### src/rtl/crc_serial_pkg.sv
package crc_serial_pkg;
  // Divisor coefficients below the leading term, for common check codes.
  localparam logic [4:0]  DIV5_DEMO  = 5'b10101;       // x^5+x^4+x^2+1
  localparam logic [3:0]  DIV4_DEMO  = 4'b1001;        // x^4+x^3+1
  localparam logic [11:0] DIV12_STD  = 12'h80F;
  localparam logic [15:0] DIV16_STD  = 16'h8005;
  localparam logic [15:0] DIV16_CCIT = 16'h1021;
  localparam logic [31:0] DIV32_STD  = 32'h04C1_1DB7;
endpackage

### src/rtl/crc_tap_net.sv
module crc_tap_net #(
  parameter int unsigned WIDTH = 5,
  parameter logic [WIDTH-1:0] DIVISOR = 5'b10101
) (
  input  logic [WIDTH-1:0] cur,
  input  logic             din,
  output logic [WIDTH-1:0] nxt
);
  // Stage 0 always receives feedback: the divisor's constant term is 1.
  localparam logic [WIDTH-1:0] TAPS = {DIVISOR[WIDTH-1:1], 1'b1};

  logic fb;
  assign fb = cur[WIDTH-1];

  genvar i;
  generate
    for (i = 0; i < WIDTH; i++) begin : g_stage
      if (i == 0) begin : g_low
        assign nxt[0] = din ^ fb;
      end else if (TAPS[i]) begin : g_xor
        assign nxt[i] = cur[i-1] ^ fb;
      end else begin : g_wire
        assign nxt[i] = cur[i-1];
      end
    end
  endgenerate
endmodule

### src/rtl/crc_zero_detect.sv
module crc_zero_detect #(
  parameter int unsigned WIDTH = 5
) (
  input  logic [WIDTH-1:0] value,
  output logic             is_zero
);
  assign is_zero = ~|value;
endmodule

### src/rtl/crc_serial_engine.sv
module crc_serial_engine
  import crc_serial_pkg::*;
#(
  parameter int unsigned WIDTH = 5,
  parameter logic [WIDTH-1:0] DIVISOR = DIV5_DEMO
) (
  input  logic             clk,
  input  logic             rst,
  input  logic             clr,
  input  logic             bit_vld,
  input  logic             bit_in,
  output logic [WIDTH-1:0] rem_out,
  output logic             rem_zero
);
  logic [WIDTH-1:0] rem_q;
  logic [WIDTH-1:0] rem_d;

  crc_tap_net #(.WIDTH(WIDTH), .DIVISOR(DIVISOR)) u_taps (
    .cur (rem_q),
    .din (bit_in),
    .nxt (rem_d)
  );

  always_ff @(posedge clk) begin
    if (rst || clr) begin
      rem_q <= '0;
    end else if (bit_vld) begin
      rem_q <= rem_d;
    end
  end

  assign rem_out = rem_q;

  crc_zero_detect #(.WIDTH(WIDTH)) u_zero (
    .value   (rem_q),
    .is_zero (rem_zero)
  );

  // reset empties the register
  a_r1_reset_zero: assert property (@(posedge clk) rst |=> (rem_out == '0));

  // clear wins over a valid bit, and the flag follows
  a_r2_clear_wins: assert property (@(posedge clk) disable iff (rst)
    (clr && bit_vld) |=> (rem_out == '0));
  a_r2_clear_flag: assert property (@(posedge clk) disable iff (rst)
    clr |=> rem_zero);

  // idle cycles hold the remainder
  a_r3_idle_hold: assert property (@(posedge clk) disable iff (rst)
    (!clr && !bit_vld) |=> $stable(rem_out));

  // no feedback means a plain shift
  a_r4_plain_shift: assert property (@(posedge clk) disable iff (rst)
    (!clr && bit_vld && !rem_out[WIDTH-1])
      |=> (rem_out == {$past(rem_out[WIDTH-2:0]), $past(bit_in)}));

  // with feedback, stage 0 takes the inverted input bit
  a_r5_low_tap: assert property (@(posedge clk) disable iff (rst)
    (!clr && bit_vld && rem_out[WIDTH-1]) |=> (rem_out[0] == !$past(bit_in)));
endmodule

### config.mk
export PLATFORM = sky130hd
export DESIGN_NAME = crc_serial_engine
export DESIGN_NICKNAME = d
export VERILOG_FILES = /design/src/rtl/crc_serial_pkg.sv /design/src/rtl/crc_tap_net.sv /design/src/rtl/crc_zero_detect.sv /design/src/rtl/crc_serial_engine.sv
export SDC_FILE = /design/constraint.sdc
export NUM_CORES = 1
export LEC_CHECK = 0
export ABC_AREA = 1
export BUFFER_PORTS_ARGS = -buffer_cell sky130_fd_sc_hd__buf_2
export CAP_MARGIN = 20
export CELL_PAD_IN_SITES_DETAIL_PLACEMENT = 0
export CELL_PAD_IN_SITES_GLOBAL_PLACEMENT = 1
export CORE_AREA = 2 2 39 41
export CTS_BUF_LIST = sky130_fd_sc_hd__clkbuf_16
export DETAILED_ROUTE_END_ITERATION = 7
export DIE_AREA = 0 0 41 43
export PLACE_DENSITY_LB_ADDON = 0.1
export SYNTH_ARGS = -nofsm -noshare
export SYNTH_HDL_FRONTEND = slang
export SYNTH_SLANG_ARGS = --single-unit
### constraint.sdc
create_clock -name clk -period 1.69 [get_ports clk]
set_clock_uncertainty 0.1 [all_clocks]
set_input_delay 0.4225 -clock clk [delete_from_list [all_inputs] [get_ports clk]]
set_output_delay 0.4225 -clock clk [all_outputs]
set_load 0.005 [all_outputs]
==> Word-level counts from Yosys, hierarchy flattened <==
Index checks and enable logic that the tools add are counted.
{ "word_totals": {"register_bits": 5, "input_bits": 5, "output_inout_bits": 6, "wordCells": 7} }
{ "classes": {"bitwise_logic": 3, "n_reduce_logical": 3} }
{ "op_table": {"columns": ["cell", "n"], "rows": [
  ["$reduce_or A5 Y1", 1],
  ["$xor A1 B1 Y1", 3],
  ["$logic_not A1 Y1", 1],
  ["$logic_or A1 B1 Y1", 1]
]} }

==> Depth between registers and ports, before layout <==
Gate-level depths: netlist of the first run.
{ "logic_depth": {"ltp_word": 2, "depth_mapped": 5} }

==> By module <==
Synthesis of the first run repeated with hierarchy kept, for this count alone.
{ "hier_totals": {"cells_unflattened": 54, "hier_area_um2": 306.5} }
{ "by_module_without_submodules": {"columns": ["module", "n_inst", "cells_per_inst", "area_per_inst_um2", "seq_area_each_um2"], "rows": [
  ["crc_serial_engine", 1, 32, 216.5, 100.1],
  ["crc_tap_net", 1, 15, 63.8, 0.0],
  ["crc_zero_detect", 1, 7, 26.3, 0.0]
]} }

==> Worst setup path before layout of the first run <==
No wires, ideal clock.
{ "synth_timing": {"path_type": "register to output", "startpoint": "register rem_q[4] (netlist: rem_out[4])", "endpoint": "output rem_zero", "arrival_time_ns": 0.645, "path_slack_ns": 0.522, "path_stages_with_launch": 3, "n_path_buf": 0, "cell_sequence": "dfxtp_1 -> inv_1 -> and3_1"} }
{ "synth_between": {"elab_chain_cells": 2} }
{ "synth_lines": {"columns": ["element", "line", "text"], "rows": [
  ["start, declared", "crc_serial_engine.sv:15", "logic [WIDTH-1:0] rem_q;"],
  ["start signal, assigned", "crc_serial_engine.sv:28", "rem_q <= rem_d;"],
  ["$reduce_or A5 Y1", "crc_zero_detect.sv:7", "assign is_zero = ~|value;"],
  ["$logic_not A1 Y1", "crc_zero_detect.sv:7", null],
  ["end, declared", "crc_serial_engine.sv:13", "output logic rem_zero"]
]} }
No other way between the ends.

==> Worst setup path in the final report of the first run <==
Ends and elaborated chain as after synthesis.

==> results of run 1 <==
[cells by family (layout without fill, tap and decap cells)]
kind of cell	after synthesis	in the layout	synth area share
DFF	5	5	0.377
and+or+nand+nor	21	21	0.349
buffers and inverters	10	21	0.198
AOI/OAI and AO/OA	4	4	0.0754
[power by group]
group / switching, uW / internal [uW] / leakage, uW
sequential: 3.21 / 122 / 0.0000406
clock: 72.4 / 306 / 0.0000423
combinational: 16.9 / 14.2 / 0.000113
total: 92.5 / 442 / 0.000196
[routing by layer]
| layer | track usage | vias to the layer above |
|---|---|---|
| met2 | 0.106 | 6 |
| met1 | 0.109 | 106 |
| met3 | 0.0314 | 2 |
| li1 | - | 140 |
| met4 | 0.0800 | 0 |
| met5 | 0 | - |
[worst min-delay path by stage]
stage	startpoint	endpoint	slack [ns]
global placement	rem_out[2]	rem_out[3]	0.39
finish	rst	rem_out[4]	0.38
detailed placement	rem_out[2]	rem_out[3]	0.41
global route	rst	rem_out[4]	0.39
CTS	rst	rem_out[4]	0.38
floorplan	rem_out[2]	rem_out[3]	0.37
[stage by stage]
stage	util	hold WS, ns	setup slack (ns)	total power (uW)
floorplan	-	0.365	0.522	148
finish	0.280	0.376	0.167	534
global route	0.280	0.389	0.100	558
global placement	0.223	0.390	0.427	158
CTS	0.280	0.376	0.162	542
detailed placement	0.223	0.406	0.401	158
[area by class of cell]
| cell class | count | area [um^2] |
|---|---|---|
| Multi-Input combinational cell | 25 | 113 |
| Clock buffer | 3 | 75.1 |
| Timing Repair Buffer | 10 | 50.0 |
| Tap cell | 16 | 20.0 |
| Inverter | 7 | 26.3 |
| Clock inverter | 1 | 3.75 |
| Sequential cell | 5 | 100 |
| Fill cell | 168 | 996 |
[cells in the mapped netlist]
master	number	area (um^2)
nand2_1	9	33.8
nor2_1	7	26.3
dfxtp_1	5	100
inv_1	5	18.8
a21oi_1	3	15.0
nand3_1	3	15.0
buf_4	2	15.0
inv_2	2	7.51
and3_1	1	6.26
buf_6	1	11.3
nor2_4	1	11.3
o21ai_1	1	5.00
[worst min-delay path: cells and delay by family]
family | cells | cell delay [ns]
and+or+nand+nor | 3 | 0.13
buffers and inverters | 1 | 0.10
==> impl_metrics.tcl, run 1 <==
set metrics [dict create \
    maxCapViolations 0 \
    critPathArrivalTime_ns 1.00 \
    rsz0062_at_grt "false" \
    diodes 0 \
    clkLatencyLatePin_ns 0.22 \
    synth_seq_cells 5 \
    regToRegEndpoint "rem_out[0]" \
    ir_drop_mv 0.473 \
    synth.distinct_cells 12 \
    path_cells "inv_1 > and3_1 > buf_2" \
    cp.depth 3 \
    netlist_area_um2 265 \
    wl_met3_um 39 \
    place_area_um2 309 \
    critPathBufInv 2 \
    clk_path_buf_depth 2 \
    status "completed" \
    reg2reg_from "rem_out[4]" \
    slowest_stage "dfxtp_1" \
    ctsHoldBuffers 0 \
    io_buffers 10 \
    cp-startpoint "rem_out[4]" \
    max_freq_ghz 0.657 \
    hold_class "in -> reg" \
    cts_buffers 3 \
    vias 254 \
    wl_per_cell_um 9.19 \
    syn_inst 40 \
    grt_pass1_wl_um 938 \
    tritoncts "built" \
    worst_pin_slew_ns 0.172 \
    grt_use_total 0.0863 \
    rr_worst_depth 5 \
    dpl.cell_count 63 \
    hpwl_um 494 \
    core_mm2 0.00138 \
    drtIter0Drc 2 \
    io_pins 11 \
    cts_setup_buffers 0 \
    clkTransAtPathRegs_ns 0.03 \
    worstSetupPathType "reg -> out" \
    cts.repair.resized 0 \
    wl_met2_um 277 \
    largest_reg_flops 5 \
    crit_required_ns 1.17 \
    crit_end "rem_zero" \
    routedLengthMet1_um 293 \
    min_period_ns 1.52 \
    drcViolationCount 0 \
    start_kind "flop" \
    max_stage_delay_ns 0.39 \
    end_kind "primary output" \
    leakage_uw 0.000196 \
    yosysWarnings 0 \
    final_common_cell "buf_2" \
    area_growth_pct 46.2 \
    final_nets 57 \
    die_w_um 41 \
    setup_tns_ns 0 \
    timing.final.crit_share 0.901 \
    synth_nets 45 \
    drive_gt1_frac 0.314 \
    drtAntennaViolNets 0 \
    fin_area_um2 388 \
    grt_overflow_total 0 \
    h-tree-depth 1 \
    root_buffer "clkbuf_16" \
    critical_path.max_fanout 6 \
    whs_path_depth 4 \
    final-max-slew-violation-count 0 \
    layout_common_cells "10 x buf_2, 9 x nand2_1, 7 x nor2_1, 6 x inv_1, 5 x dfxtp_1" \
    start_util 0.192 \
    slew_headroom 0.885 \
    fp-row-count 14 \
    cts.sinks 5 \
    cellPowerDensity_mw_per_mm2 1380 \
    setup_viol 0 \
    die_height_um 43 \
    rrSetupSlack_ns 0.77 \
    fin_cells 67 \
    yosysSeqAreaShare 0.377 \
    wl_um 616 \
    highest-signal-layer "met4" \
    grt_max_degree 9 \
    firstDrtPassIters 2 \
    die_area_mm2 0.00176 \
    via_per_inst 3.79 \
    antenna_found_initial 0 \
    critical_path.top_delay_family "flip-flops" \
    place_congestion 0.652 \
    grt_pass1_vias 223 \
    timing.final.hold_violations 0 \
    syn-mean-instance-area_um2 6.63 \
]
Power figures use the tool's default switching activity.
==> inputs of run 2 (changes only) <==
- ABC_AREA: 1 -> unset
- CTS_BUF_LIST: sky130_fd_sc_hd__clkbuf_16 -> sky130_fd_sc_hd__clkbuf_2 sky130_fd_sc_hd__clkbuf_4 sky130_fd_sc_hd__clkbuf_8
==> run 2 against run 1 <==
The run now ends with negative setup slack left. Worst setup slack lost 0.24 ns. Global-route usage fell by 0.90 points. Clock power decreased by 60%. Core utilization fell by 4.5 points. Via count shrank 20%. Critical path type unchanged. Largest cell class unchanged. Highest routed layer unchanged.
==> impl_metrics.tcl, run 2 <==
set metrics [dict create \
    grt_use_total 0.0774 \
    synth.distinct_cells 12 \
    synthArstFlopShare 0 \
    max_freq_ghz 0.566 \
    netlist_area_um2 228 \
    ctsHoldBuffers 0 \
    start_util 0.165 \
    drtAntennaViolNets 0 \
    io_buffers 10 \
    synth_seq_cells 5 \
    clkLatencyLatePin_ns 0.24 \
    start_kind "flop" \
    fp-row-count 14 \
    ir_drop_mv 0.174 \
    final_nets 43 \
    synth_area_leaders "dfxtp_1 44%, mux2i_1 8.8%, nor2_1 8.2%" \
    synth_edf_count 0 \
    critical_path.max_fanout 2 \
    synth_common_cells "5 x dfxtp_1, 5 x nor2_1" \
    drcViolationCount 0 \
    dpl.cell_count 47 \
    root_buffer "clkbuf_4" \
    timing.final.crit_share 1.05 \
    h-tree-depth 1 \
    yosysSeqAreaShare 0.440 \
    grt_max_degree 9 \
    ys.flop_type "dfxtp_1" \
    place_congestion 0.639 \
    diodes 0 \
    timing.hold.ws_ns 0.390 \
    area_growth_pct 42.9 \
    total_power_uw 299 \
    cts.sinks 5 \
    syn-mean-instance-area_um2 9.49 \
    grt_overflow_total 0 \
    die_w_um 41 \
    wl_um 500 \
    grt_pass1_wl_um 834 \
    status "complete, but fails checks" \
    fin_cells 53 \
    die_height_um 43 \
    drtIter0Drc 8 \
    worstSetupPathType "reg -> out" \
    worst_pin_slew_ns 0.230 \
    via_per_inst 3.85 \
    drive_gt1_frac 0.514 \
    firstDrtPassIters 3 \
    synthDominantCellAreaShare 0.440 \
    syn_inst 24 \
    core_mm2 0.00138 \
    antenna_found_initial 0 \
    vias 204 \
    cts_buffers 3 \
    fin_ws_ns -0.0762 \
    min_period_ns 1.77 \
    wl_per_cell_um 9.43 \
    tritoncts "built" \
    crit_required_ns 1.17 \
    critPathArrivalTime_ns 1.24 \
    hold_class "in -> reg" \
    setup_viol 1 \
    die_area_mm2 0.00176 \
    clk_path_buf_depth 2 \
    timing.final.hold_violations 0 \
    clkTransAtPathRegs_ns 0.04 \
    slew_headroom 0.846 \
    io_pins 11 \
    rsz0062_at_grt "true" \
    maxCapViolations 0 \
    layout_common_cells "10 x buf_2, 5 x nor2_1, 4 x clkbuf_4, 3 x dfxtp_1" \
    end_kind "primary output" \
    yosysWarnings 0 \
    largest_reg_flops 5 \
    final_common_cell "buf_2" \
    yosysTopAreaCell "dfxtp_1" \
    grt_pass1_vias 190 \
    failed_checks "negative setup slack" \
    cellPowerDensity_mw_per_mm2 919 \
    synth_nets 29 \
    setup_tns_ns -0.0762 \
    final-max-slew-violation-count 0 \
    leakage_uw 0.000151 \
]
## run 2: cell types whose count changed after synthesis, moves of 2 or more
| cell | delta |
|---|---|
| a211oi_1 | +2 |
| a21oi_1 | -2 |
| inv_1 | -5 |
| inv_2 | -2 |
| mux2i_1 | +2 |
| nand2_1 | -9 |
| nand3_1 | -3 |
| nor2_1 | -2 |
| xnor2_1 | +2 |
## run 2: what timing repair did
action	4_1_cts	5_1_grt
setup buffers	2	0
resized for setup	2	0
setup endpoints to repair	1	1
pin swaps	2	1
## run 2: cell type report
class,instances,area [um^2]
multi-input combinational,16,108
timing repair buffer,12,65.1
fill,153,1060
clock buffer,4,30.0
tap,16,20.0
sequential,5,103
## run 2: through the flow
stage / worst slack, ns / utilization / area, um^2
floorplan: 0.221 / - / 228
global placement: 0.143 / 0.201 / 278
detailed placement: 0.133 / 0.201 / 278
CTS: -0.108 / 0.235 / 325
global route: -0.142 / 0.235 / 325
finish: -0.0762 / 0.235 / 325
## run 2: final timing paths
| kind | from | endpoint | slack, ns | cells after the start |
|---|---|---|---|---|
| max reg2reg | rem_out[4] | rem_out[4] | 0.73 | 2 |
| min reg2reg | rem_out[0] | rem_out[0] | 0.42 | 2 |
| max | rem_out[2] | rem_zero | -0.08 | 3 |
| min | bit_in | rem_out[0] | 0.39 | 3 |
## run 2: power by group
part           switching, uW  internal, uW  total, uW
registers               1.76           121        123
clock network           47.4           105        153
logic                   11.2          12.6       23.8
total                   60.3           239        299
## run 2: kinds of logic (layout without fill, tap and decap cells)
family	after synthesis	count (layout)	synth area share
DFF	5	5	0.440
xor gates and xnor gates	2	2	0.0769
muxes	2	2	0.0879
and+or+nand+nor	8	8	0.176
AOI/OAI and AO/OA	4	4	0.132
buffers and inverters	3	16	0.0879
## run 2: critical path, cell delays in order (launching register included)
cell and delay [ns]:
dfxtp_2 0.31, or4_1 0.50, nor2_1 0.09, buf_2 0.11
## run 2: metal layers
layer,up-vias,GRT usage,part of all wire
met2,8,0.0688,0.41
met1,87,0.110,0.46
li1,107,-,-
met4,0,0.0800,0.014
met3,2,0.0471,0.12
met5,-,0,0
==> inputs of run 3 (changes only) <==
- HOLD_SLACK_MARGIN: unset -> 0.15
- REMOVE_ABC_BUFFERS: unset -> 1
==> run 3 against run 2 <==
The run still ends with negative setup slack left. Total power down 0.18%. Sequential power about the same. Worst setup slack worse by 0.011 ns. Non-clock buffer count down 1. Combinational power down 5%. Fmax down 0.64%. Final area down 2.3%.
==> impl_metrics.tcl, run 3 (synthesized netlist as in run 2, its figures left out) <==
set metrics [dict create \
    status "complete, but fails checks" \
    failed_checks "negative setup slack" \
    reg2reg_from "rem_out[4]" \
    final-max-slew-violation-count 0 \
    maxCapViolations 0 \
    cellPowerDensity_mw_per_mm2 939 \
    via_per_inst 4.00 \
    clk_path_buf_depth 2 \
    crit_required_ns 1.17 \
    die_area_mm2 0.00176 \
    grt_overflow_total 0 \
    grt_pass1_wl_um 745 \
    largest_reg_flops 5 \
    final_nets 42 \
    antenna_found_initial 0 \
    grt_max_degree 9 \
    whs_path_depth 3 \
    tritoncts "built" \
    setup_tns_ns -0.0876 \
    slowest_stage "or4_1" \
    pre_cts_ws_ns 0.131 \
    drcViolationCount 0 \
    critical_path.top_delay_family "simple AND/OR/NAND/NOR gates" \
    start_util 0.165 \
    fin_ws_ns -0.0876 \
    end_kind "primary output" \
    die_w_um 41 \
    hold_path_end "rem_out[0]" \
    drtIter0Drc 3 \
    rr_worst_depth 2 \
    fillers 167 \
    max_freq_ghz 0.563 \
    grt_pass1_vias 185 \
    h-tree-depth 1 \
    worstSetupPathType "reg -> out" \
    diodes 0 \
    setup_viol 1 \
    cts.sinks 5 \
    slew_headroom 0.833 \
    hold_start "bit_in" \
    clkLatencyLatePin_ns 0.24 \
    place_area_um2 278 \
    fp-row-count 14 \
    die_height_um 43 \
    drive_gt1_frac 0.500 \
    root_buffer "clkbuf_4" \
    area_growth_pct 39.6 \
    ir_drop_mv 0.284 \
    vias 208 \
    cts_buffers 3 \
    ctsHoldBuffers 0 \
    io_buffers 10 \
    clkTransAtPathRegs_ns 0.05 \
    post-route-util 0.230 \
    io_pins 11 \
    hold_class "in -> reg" \
    timing.final.crit_share 1.05 \
    layout_common_cells "10 x buf_2, 5 x nor2_1, 4 x clkbuf_4, 3 x dfxtp_1" \
    rsz0062_at_grt "true" \
    min_period_ns 1.78 \
    worst_pin_slew_ns 0.251 \
    drtAntennaViolNets 0 \
    core_mm2 0.00138 \
    regToRegEndpoint "rem_out[4]" \
    max_stage_delay_ns 0.49 \
    final_common_cell "buf_2" \
    wl_per_cell_um 9.83 \
    leakage_uw 0.000146 \
    place_congestion 0.669 \
    path_cells "or4_1 > nor2_1 > buf_2" \
    critical_path.max_fanout 4 \
    critPathBufInv 1 \
    start_kind "flop" \
    timing.final.hold_violations 0 \
    rrSetupSlack_ns 0.72 \
    firstDrtPassIters 2 \
    grt_use_total 0.0704 \
    fin_area_um2 318 \
    critPathArrivalTime_ns 1.26 \
    wl_um 511 \
]
[run 3: worst max path at each step]
stage                     from        to  slack (ns)  depth (start not counted)
floorplan           rem_out[3]  rem_zero        0.22                          2
global placement    rem_out[3]  rem_zero        0.14                          3
detailed placement  rem_out[3]  rem_zero        0.13                          3
CTS                 rem_out[2]  rem_zero       -0.10                          3
global route        rem_out[2]  rem_zero       -0.15                          3
finish              rem_out[2]  rem_zero       -0.09                          3
[run 3: through the flow]
stage          total power [uW]  instances  hold WS, ns
2_1_floorplan               135         21        0.392
3_3_place_gp                147         47        0.403
3_5_place_dp                147         47        0.409
4_1_cts                     305         52        0.374
5_1_grt                     311         52        0.408
6_report                    298         52        0.378
[run 3: area by class of cell]
cell class,instances,area (um^2),area share
multi-input combinational,16,108,0.339
sequential,5,103,0.323
timing repair buffer,11,57.6,0.181
clock buffer,4,30.0,0.0945
tap,16,20.0,0.0630
[run 3: tightest hold or removal path: stages]
cell,delay (ns)
buf_2,0.08
xnor2_1,0.10
a211oi_1,0.06
[run 3: metal layers]
layer	part of all wire	global-route usage	wire length (um)
met3	0.11	0.0314	55
met4	0.0078	0.0800	4
met1	0.45	0.0839	229
met5	0	0	0
met2	0.43	0.0813	221
[run 3: timing repair]
action | CTS | global route
endpoints found under the setup margin | 1 | 1
buffers inserted | 1 | 0
resized for setup | 2 | 0
[run 3: report_power, final]
group | switching [uW] | leakage, uW | total (uW) | internal [uW]
Clock | 47.6 | 0.0000184 | 153 | 105
Sequential | 2.08 | 0.0000415 | 123 | 121
Combinational | 10.8 | 0.0000860 | 22.6 | 11.8
Total | 60.5 | 0.000146 | 298 | 238
